$ cat src/rtl/uart_csu_pkg.sv
package uart_csu_pkg;
  localparam int unsigned ADDR_W = 6;
  localparam int unsigned DATA_W = 8;

  localparam logic [ADDR_W-1:0] OFS_MODE = 6'h00;
  localparam logic [ADDR_W-1:0] OFS_STAT = 6'h04;  // write: clock select, discarded
  localparam logic [ADDR_W-1:0] OFS_CMD  = 6'h08;
  localparam logic [ADDR_W-1:0] OFS_DATA = 6'h0C;
  localparam logic [ADDR_W-1:0] OFS_AUX  = 6'h10;  // write: aux control, discarded
  localparam logic [ADDR_W-1:0] OFS_IRQ  = 6'h14;

  localparam int unsigned SR_RXRDY = 0;
  localparam int unsigned SR_FULL  = 1;
  localparam int unsigned SR_TXRDY = 2;
  localparam int unsigned SR_TXEMP = 3;
  localparam int unsigned SR_ERR_LO = 4;
  localparam int unsigned N_ERR    = 4;

  localparam int unsigned MR_RXSEL_BIT = 6;

  typedef enum logic [2:0] {
    ACT_NOP, ACT_PTR_RST, ACT_RX_RST, ACT_TX_RST,
    ACT_ERR_RST, ACT_DB_RST, ACT_BRK_ON, ACT_BRK_OFF
  } chan_act_e;

  typedef enum logic [1:0] {EN_KEEP, EN_ON, EN_OFF, EN_RSVD} en_cmd_e;

  typedef struct packed {
    chan_act_e act;
    en_cmd_e   tx;
    en_cmd_e   rx;
  } cmd_fields_t;

  typedef struct packed {
    logic ptr_rst;
    logic rx_rst;
    logic tx_rst;
    logic err_rst;
    logic db_rst;
    logic brk_on;
    logic brk_off;
    logic tx_on;
    logic tx_off;
    logic rx_on;
    logic rx_off;
  } cmd_strobe_t;
endpackage

$ cat src/rtl/uart_csu_cmd_dec.sv
module uart_csu_cmd_dec
  import uart_csu_pkg::*;
(
  input  logic        wr_i,
  input  logic [6:0]  cmd_i,
  output cmd_strobe_t str_o
);
  cmd_fields_t f;
  assign f = cmd_fields_t'(cmd_i);

  always_comb begin
    str_o = '0;
    if (wr_i) begin
      unique case (f.act)
        ACT_PTR_RST: str_o.ptr_rst = 1'b1;
        ACT_RX_RST:  str_o.rx_rst  = 1'b1;
        ACT_TX_RST:  str_o.tx_rst  = 1'b1;
        ACT_ERR_RST: str_o.err_rst = 1'b1;
        ACT_DB_RST:  str_o.db_rst  = 1'b1;
        ACT_BRK_ON:  str_o.brk_on  = 1'b1;
        ACT_BRK_OFF: str_o.brk_off = 1'b1;
        default: ;
      endcase
      str_o.tx_on  = (f.tx == EN_ON);
      str_o.tx_off = (f.tx == EN_OFF);
      str_o.rx_on  = (f.rx == EN_ON);
      str_o.rx_off = (f.rx == EN_OFF);
    end
  end
endmodule

$ cat src/rtl/uart_csu_mode_regs.sv
module uart_csu_mode_regs
  import uart_csu_pkg::*;
#(
  parameter int unsigned N_MR = 2,
  parameter int unsigned W    = DATA_W
) (
  input  logic         clk_i,
  input  logic         rst_ni,
  input  logic         acc_i,
  input  logic         we_i,
  input  logic [W-1:0] wdata_i,
  input  logic         ptr_rst_i,
  output logic [W-1:0] rdata_o,
  output logic         rx_sel_o
);
  localparam int unsigned PTR_W = (N_MR > 1) ? $clog2(N_MR) : 1;
  localparam logic [PTR_W-1:0] PTR_LAST = PTR_W'(N_MR - 1);

  logic [PTR_W-1:0] ptr_q;
  logic [W-1:0]     mr_q [N_MR];

  always_ff @(posedge clk_i or negedge rst_ni) begin
    if (!rst_ni)                           ptr_q <= '0;
    else if (ptr_rst_i)                    ptr_q <= '0;
    else if (acc_i && ptr_q != PTR_LAST)   ptr_q <= ptr_q + 1'b1;
  end

  for (genvar g = 0; g < N_MR; g++) begin : g_mr
    always_ff @(posedge clk_i or negedge rst_ni) begin
      if (!rst_ni)                                  mr_q[g] <= '0;
      else if (acc_i && we_i && ptr_q == PTR_W'(g)) mr_q[g] <= wdata_i;
    end
  end

  assign rdata_o  = mr_q[ptr_q];
  assign rx_sel_o = mr_q[0][MR_RXSEL_BIT];

  p_ptr_sticky_r2: assert property (@(posedge clk_i) disable iff (!rst_ni)
    (ptr_q == PTR_LAST && !ptr_rst_i) |=> ptr_q == PTR_LAST);
  p_ptr_rst_r2: assert property (@(posedge clk_i) disable iff (!rst_ni)
    (ptr_rst_i && !acc_i) |=> ptr_q == '0);
endmodule

$ cat src/rtl/uart_csu_tx_hold.sv
module uart_csu_tx_hold
  import uart_csu_pkg::*;
#(
  parameter int unsigned W = DATA_W
) (
  input  logic         clk_i,
  input  logic         rst_ni,
  input  logic         tb_we_i,
  input  logic [W-1:0] wdata_i,
  input  logic         en_on_i,
  input  logic         en_off_i,
  input  logic         tx_rst_i,
  output logic         tx_en_o,
  output logic         tx_empty_o,
  output logic         tx_load_o,
  output logic [W-1:0] tx_data_o
);
  logic         en_q, en_d, empty_q;
  logic [W-1:0] tb_q;

  // channel action first, enable field after it
  always_comb begin
    en_d = tx_rst_i ? 1'b0 : en_q;
    if (en_on_i)       en_d = 1'b1;
    else if (en_off_i) en_d = 1'b0;
  end

  assign tx_load_o = en_q & ~empty_q;

  always_ff @(posedge clk_i or negedge rst_ni) begin
    if (!rst_ni) begin
      en_q    <= 1'b0;
      empty_q <= 1'b1;
      tb_q    <= '0;
    end else begin
      en_q <= en_d;
      if (tb_we_i) begin
        empty_q <= 1'b0;
        tb_q    <= wdata_i;
      end else if (tx_rst_i || tx_load_o) begin
        empty_q <= 1'b1;
      end
    end
  end

  assign tx_en_o    = en_q;
  assign tx_empty_o = empty_q;
  assign tx_data_o  = tb_q;

  p_tbwr_r4: assert property (@(posedge clk_i) disable iff (!rst_ni)
    tb_we_i |=> !tx_empty_o);
  p_load_then_empty_r4: assert property (@(posedge clk_i) disable iff (!rst_ni)
    (tx_load_o && !tb_we_i) |=> tx_empty_o);
  p_txrst_r7: assert property (@(posedge clk_i) disable iff (!rst_ni)
    (tx_rst_i && !en_on_i && !tb_we_i) |=> (!tx_en_o && tx_empty_o));
endmodule

$ cat src/rtl/uart_csu_irq.sv
module uart_csu_irq
  import uart_csu_pkg::*;
#(
  parameter int unsigned W = DATA_W
) (
  input  logic         clk_i,
  input  logic         rst_ni,
  input  logic         tx_rdy_i,
  input  logic         rx_rdy_i,
  input  logic         rx_full_i,
  input  logic         rx_sel_i,
  input  logic         db_set_i,
  input  logic         db_clr_i,
  input  logic         cos_i,
  input  logic         imr_we_i,
  input  logic [W-1:0] wdata_i,
  output logic [W-1:0] isr_o,
  output logic         irq_o
);
  logic         db_q, cos_q;
  logic [W-1:0] imr_q;
  logic         rx_int;

  always_ff @(posedge clk_i or negedge rst_ni) begin
    if (!rst_ni) begin
      db_q  <= 1'b0;
      cos_q <= 1'b0;
      imr_q <= '0;
    end else begin
      cos_q <= cos_i;
      if (db_set_i)      db_q <= 1'b1;
      else if (db_clr_i) db_q <= 1'b0;
      if (imr_we_i) imr_q <= wdata_i;
    end
  end

  assign rx_int = rx_sel_i ? rx_full_i : rx_rdy_i;

  always_comb begin
    isr_o    = '0;
    isr_o[0] = tx_rdy_i;
    isr_o[1] = rx_int;
    isr_o[2] = db_q;
    isr_o[7] = cos_q;
  end

  assign irq_o = |(isr_o & imr_q);

  p_db_set_r8: assert property (@(posedge clk_i) disable iff (!rst_ni)
    db_set_i |=> isr_o[2]);
  p_db_clr_r8: assert property (@(posedge clk_i) disable iff (!rst_ni)
    (db_clr_i && !db_set_i) |=> !isr_o[2]);
endmodule

$ cat src/rtl/uart_csu.sv
module uart_csu
  import uart_csu_pkg::*;
(
  input  logic              clk_i,
  input  logic              rst_ni,
  input  logic              bus_en_i,
  input  logic              bus_we_i,
  input  logic [ADDR_W-1:0] bus_addr_i,
  input  logic [DATA_W-1:0] bus_wdata_i,
  output logic [DATA_W-1:0] bus_rdata_o,
  output logic [DATA_W-1:0] tx_data_o,
  output logic              tx_load_o,
  output logic              tx_en_o,
  output logic              tx_break_o,
  output logic              rx_en_o,
  output logic              rx_flush_o,
  output logic              rx_pop_o,
  input  logic [DATA_W-1:0] rx_data_i,
  input  logic              rx_ready_i,
  input  logic              rx_full_i,
  input  logic              rx_overrun_i,
  input  logic              rx_parity_i,
  input  logic              rx_frame_i,
  input  logic              rx_break_i,
  input  logic              cos_i,
  output logic              irq_o
);
  logic wr, rd;
  logic mode_acc, cmd_wr, tb_wr, imr_wr;
  cmd_strobe_t str;
  logic [DATA_W-1:0] mr_rdata, isr, sr;
  logic rx_sel, tx_empty;
  logic rx_rdy_q, rx_full_q, rx_en_q, brk_q;
  logic [N_ERR-1:0] err_q, err_in;

  assign wr = bus_en_i & bus_we_i;
  assign rd = bus_en_i & ~bus_we_i;
  assign mode_acc = bus_en_i & (bus_addr_i == OFS_MODE);
  assign cmd_wr   = wr & (bus_addr_i == OFS_CMD);
  assign tb_wr    = wr & (bus_addr_i == OFS_DATA);
  assign imr_wr   = wr & (bus_addr_i == OFS_IRQ);

  uart_csu_cmd_dec u_dec (
    .wr_i  (cmd_wr),
    .cmd_i (bus_wdata_i[6:0]),
    .str_o (str)
  );

  uart_csu_mode_regs u_mode (
    .clk_i     (clk_i),
    .rst_ni    (rst_ni),
    .acc_i     (mode_acc),
    .we_i      (bus_we_i),
    .wdata_i   (bus_wdata_i),
    .ptr_rst_i (str.ptr_rst),
    .rdata_o   (mr_rdata),
    .rx_sel_o  (rx_sel)
  );

  uart_csu_tx_hold u_tx (
    .clk_i      (clk_i),
    .rst_ni     (rst_ni),
    .tb_we_i    (tb_wr),
    .wdata_i    (bus_wdata_i),
    .en_on_i    (str.tx_on),
    .en_off_i   (str.tx_off),
    .tx_rst_i   (str.tx_rst),
    .tx_en_o    (tx_en_o),
    .tx_empty_o (tx_empty),
    .tx_load_o  (tx_load_o),
    .tx_data_o  (tx_data_o)
  );

  assign err_in = {rx_break_i, rx_frame_i, rx_parity_i, rx_overrun_i};

  always_ff @(posedge clk_i or negedge rst_ni) begin
    if (!rst_ni) begin
      rx_rdy_q  <= 1'b0;
      rx_full_q <= 1'b0;
      rx_en_q   <= 1'b0;
      brk_q     <= 1'b0;
      err_q     <= '0;
    end else begin
      rx_rdy_q  <= str.rx_rst ? 1'b0 : rx_ready_i;
      rx_full_q <= str.rx_rst ? 1'b0 : rx_full_i;
      if (str.rx_on)                      rx_en_q <= 1'b1;
      else if (str.rx_off || str.rx_rst)  rx_en_q <= 1'b0;
      if (str.brk_on)       brk_q <= 1'b1;
      else if (str.brk_off) brk_q <= 1'b0;
      err_q <= (str.err_rst ? '0 : err_q) | err_in;
    end
  end

  always_comb begin
    sr = '0;
    sr[SR_RXRDY] = rx_rdy_q;
    sr[SR_FULL]  = rx_full_q;
    sr[SR_TXRDY] = tx_en_o;
    sr[SR_TXEMP] = tx_empty;
    sr[SR_ERR_LO +: N_ERR] = err_q;
  end

  uart_csu_irq u_irq (
    .clk_i     (clk_i),
    .rst_ni    (rst_ni),
    .tx_rdy_i  (sr[SR_TXRDY]),
    .rx_rdy_i  (sr[SR_RXRDY]),
    .rx_full_i (sr[SR_FULL]),
    .rx_sel_i  (rx_sel),
    .db_set_i  (rx_break_i),
    .db_clr_i  (str.db_rst),
    .cos_i     (cos_i),
    .imr_we_i  (imr_wr),
    .wdata_i   (bus_wdata_i),
    .isr_o     (isr),
    .irq_o     (irq_o)
  );

  always_comb begin
    unique case (bus_addr_i)
      OFS_MODE: bus_rdata_o = mr_rdata;
      OFS_STAT: bus_rdata_o = sr;
      OFS_DATA: bus_rdata_o = rx_data_i;
      OFS_IRQ:  bus_rdata_o = isr;
      default:  bus_rdata_o = '0;
    endcase
  end

  assign rx_pop_o   = rd & (bus_addr_i == OFS_DATA);
  assign rx_flush_o = str.rx_rst;
  assign rx_en_o    = rx_en_q;
  assign tx_break_o = brk_q;

  p_flush_clears_r7: assert property (@(posedge clk_i) disable iff (!rst_ni)
    rx_flush_o |=> (sr[SR_RXRDY] == 1'b0 && sr[SR_FULL] == 1'b0));
  p_flush_rx_off_r7: assert property (@(posedge clk_i) disable iff (!rst_ni)
    (rx_flush_o && !str.rx_on) |=> !rx_en_o);
  p_err_rst_r8: assert property (@(posedge clk_i) disable iff (!rst_ni)
    (str.err_rst && err_in == '0) |=> sr[7:4] == 4'h0);
  p_err_sticky_r3: assert property (@(posedge clk_i) disable iff (!rst_ni)
    (rx_overrun_i && !str.err_rst) |=> sr[SR_ERR_LO]);
endmodule

$ cat config.mk
export PLATFORM = sky130hd
export DESIGN_NAME = uart_csu
export DESIGN_NICKNAME = d
export VERILOG_FILES = /design/src/rtl/uart_csu_pkg.sv /design/src/rtl/uart_csu_cmd_dec.sv /design/src/rtl/uart_csu_mode_regs.sv /design/src/rtl/uart_csu_tx_hold.sv /design/src/rtl/uart_csu_irq.sv /design/src/rtl/uart_csu.sv
export SDC_FILE = /design/constraint.sdc
export NUM_CORES = 1
export LEC_CHECK = 0
export ABC_AREA = 1
export BUFFER_PORTS_ARGS = -buffer_cell sky130_fd_sc_hd__buf_2
export CORE_ASPECT_RATIO = 0.75
export CORE_MARGIN = 2
export CORE_UTILIZATION = 46
export CTS_CLUSTER_DIAMETER = 60
export DETAILED_ROUTE_END_ITERATION = 8
export GPL_ROUTABILITY_DRIVEN = 0
export PLACE_DENSITY = 0.72
export SYNTH_ARGS = -nofsm -noshare
export SYNTH_HDL_FRONTEND = slang
export SYNTH_HIERARCHICAL = 1
export SYNTH_SLANG_ARGS = --single-unit
$ cat constraint.sdc
create_clock -name clk_i -period 2.3 [get_ports clk_i]
set_clock_uncertainty 0.2 [all_clocks]
set_input_delay 0.345 -clock clk_i [delete_from_list [all_inputs] [get_ports clk_i]]
set_output_delay 0.345 -clock clk_i [all_outputs]
set_load 0.01 [all_outputs]
==> results.yml <==
status:
  status: "completed"
detailed_routing:
  vias: 2183
  dr.pass1.iters: 5
  wl_per_cell_um: 11.9
  vias_per_cell: 4.56
  drtIter0Drc: 177
  ant_nets: 0
  finalWirelength_um: 5700
  drc_errors: 0
worst_setup_path:
  start_kind: "flop"
  crit_arrival_ns: 1.54
  required_ns: 1.75
  r2r-end: "u_mode/mr_q[9]"
  cp_max_fo: 11
  endpoint_kind: "primary output"
  crit_type: "flop to primary output"
  reg2reg_depth: 4
  ff2ff_setup_slack_ns: 1.06
  r2r_start: "u_mode/ptr_q"
synthesis:
  netlist_area_um2: 2470
  ys_types: 22
  ys_warn_count: 6
  synth_top_area_cell: "dfrtp_1"
  yosysTopAreaCellShare: 0.405
  syn_area_per_cell_um2: 7.22
  synth_seq_area_share: 0.416
  ys_seq_elements: 41
  netlist_instances: 342
  netlist_top_cells_area: "dfrtp_1 41%, nand2_1 15%, nor2_1 11%"
global_route:
  grt_pass1_vias: 2018
  antenna_found_initial: 0
  grt.total_usage: 0.211
  grt_pass1_wl_um: 9420
  grt_start_max_net_pins: 28
  overflow: 0
die:
  dieArea_um2: 5980
  ios: 56
  die_h_um: 67.5
  die_width_um: 88.6
  start_util: 0.469
  core.rowCount: 23
  core_um2: 5270
final_layout:
  final_layout_size_suffix_gt1_frac: 0.215
  n_fill_cell: 535
  diodes: 0
  fin_cells: 479
  fin_nets: 436
  areaGrowthSynthToFinish_pct: 17.9
timing:
  min_period_ns: 2.08
  hold_viol: 0
  rsz0062_at_grt: "false"
  drv_slew: 0
  max_slew_margin: 0.586
  worst_slew_pin_slew_ns: 0.620
  finalSetupViolations: 0
  timing.final.crit_share: 0.905
  tns_ns: 0
  fmax_mhz: 481
  fin_ws_ns: 0.219
placement:
  post-dp-hpwl_um: 4270
  dpl.cell_count: 469
  post-place-ws_ns: 0.267
  numPortBuffers: 55
clock_network:
  clk_pin_slew_ns: 0.08
  cts_tree: "yes"
  clkLatencyLatePin_ns: 0.29
  clockBufferDepth: 2
  root_buffer: "clkbuf_8"
  cts.sinks: 41
  cts_buffers: 5
  cts_setup_buffers: 0
  htree_num_levels: 2
power_and_ir_drop:
  power.density_nw_per_um2: 573
  p_leak_nw: 1.71
  ir_worst_vdd_mv: 0.381
min_path:
  whs_path_depth: 3
  hold_path_end: "rx_full_q"
  min_path_type: "input pin to flop"
  holdCritStartpoint: "rx_full_i"
run:
  cap_violations: 0
[through the flow]
stage                     power, mW  utilization  instance area, um^2  hold WS (ns)
after floorplan               0.998            -                 2480        -0.151
after global placement         1.08        0.528                 2780         0.188
after detailed placement       1.09        0.528                 2780         0.195
after CTS                      1.68        0.553                 2910        0.0338
after global routing           1.76        0.553                 2910        0.0482
final                          1.67        0.553                 2910        0.0404
[per-layer routing]
layer | vias to the layer above | share of wire | global-route usage | wire (um)
met4 | 0 | 0.0089 | 0.0663 | 51
met3 | 6 | 0.058 | 0.0575 | 329
met1 | 986 | 0.48 | 0.289 | 2750
met2 | 55 | 0.45 | 0.326 | 2570
met5 | - | 0 | 0 | 0
li1 | 1136 | - | - | -
[kinds of logic after synthesis]
family / synth area share
AO/OA/AOI/OAI: 0.0476
buffers and inverters: 0.163
other: 0.00152
AND/OR/NAND/NOR: 0.372
flip-flops: 0.416
[cells in the mapped netlist, drive strengths merged]
| library cell | number |
|---|---|
| nand2 | 99 |
| nor2 | 76 |
| inv | 63 |
| dfrtp | 40 |
| buf | 16 |
| nand4 | 16 |
| o21ai | 12 |
| nand3 | 7 |
| o21bai | 6 |
| nor3 | 2 |
| a21o | 1 |
| a21oi | 1 |
| and2 | 1 |
| conb | 1 |
| dfstp | 1 |
[worst max-delay path: stages, from the launching register on]
cell,delay (ns)
dfrtp_2,0.50
buf_4,0.22
nand2_1,0.07
nand2_1,0.06
inv_1,0.04
nor2_1,0.11
nor2_1,0.06
nand2_1,0.06
buf_2,0.12
[area by class of cell]
class / instances / area (um^2) / share of cell area
timing repair buffer: 67 / 383 / 0.131
inverter: 63 / 244 / 0.0838
clock buffer: 6 / 72.6 / 0.0249
clock inverter: 2 / 38.8 / 0.0133
multi-input combinational: 225 / 1050 / 0.361
tap: 75 / 93.8 / 0.0322
sequential: 41 / 1030 / 0.353
[where the power goes]
| part | switching (mW) | leakage (nW) | internal, mW | total, mW |
|---|---|---|---|---|
| sequential | 0.0402 | 0.470 | 0.772 | 0.813 |
| combinational | 0.168 | 1.18 | 0.0997 | 0.267 |
| clock | 0.261 | 0.0554 | 0.326 | 0.587 |
[worst max-delay path by stage]
stage                     cells after the start           from        endpoint
after global routing                          8   u_mode/ptr_q  bus_rdata_o[2]
after CTS                                     8   u_mode/ptr_q  bus_rdata_o[2]
after detailed placement                      8  bus_addr_i[2]      rx_flush_o
after floorplan                               7  bus_addr_i[1]         rx_en_o
final                                         8   u_mode/ptr_q  bus_rdata_o[2]
after global placement                        8  bus_addr_i[2]      rx_flush_o
[sequential cells by signal (all words and copies together) (netlist names)]
signal           count
u_mode/mr_q         15
u_tx/tx_data_o       8
err_q                4
u_irq/imr_q          4
rx_en_o              1
rx_full_q            1
rx_rdy_q             1
tx_break_o           1
u_irq/cos_q          1
u_irq/db_q           1
u_mode/ptr_q         1
u_mode/rx_sel_o      1
u_tx/tx_empty_o      1
u_tx/tx_en_o         1
[cells in the final DEF, fill, tap and decap left out]
cell,n
nor2_1,73
buf_12,1
buf_2,55
a21o_1,1
clkbuf_8,5
dfrtp_1,39
o21ai_0,12
inv_2,1
inv_1,61
clkinv_4,1
dfstp_2,1
o21bai_1,6
clkbuf_1,1
bufinv_16,1
dfrtp_2,1
nand4_1,14
nand4_2,2
nand3_4,6
dlygate4sd3_1,2
buf_4,9
a21oi_1,1
inv_8,1
nand2_1,99
nor3_1,2
and2_1,1
conb_1,4
nand3_1,1
nor2_4,3
[timing repair]
item	in CTS	in global routing
resized for setup	0	1
hold endpoints to repair	25	0
endpoints found under the setup margin	0	3
hold buffers	2	0
Note: power is estimated with default switching activity, not from simulation.
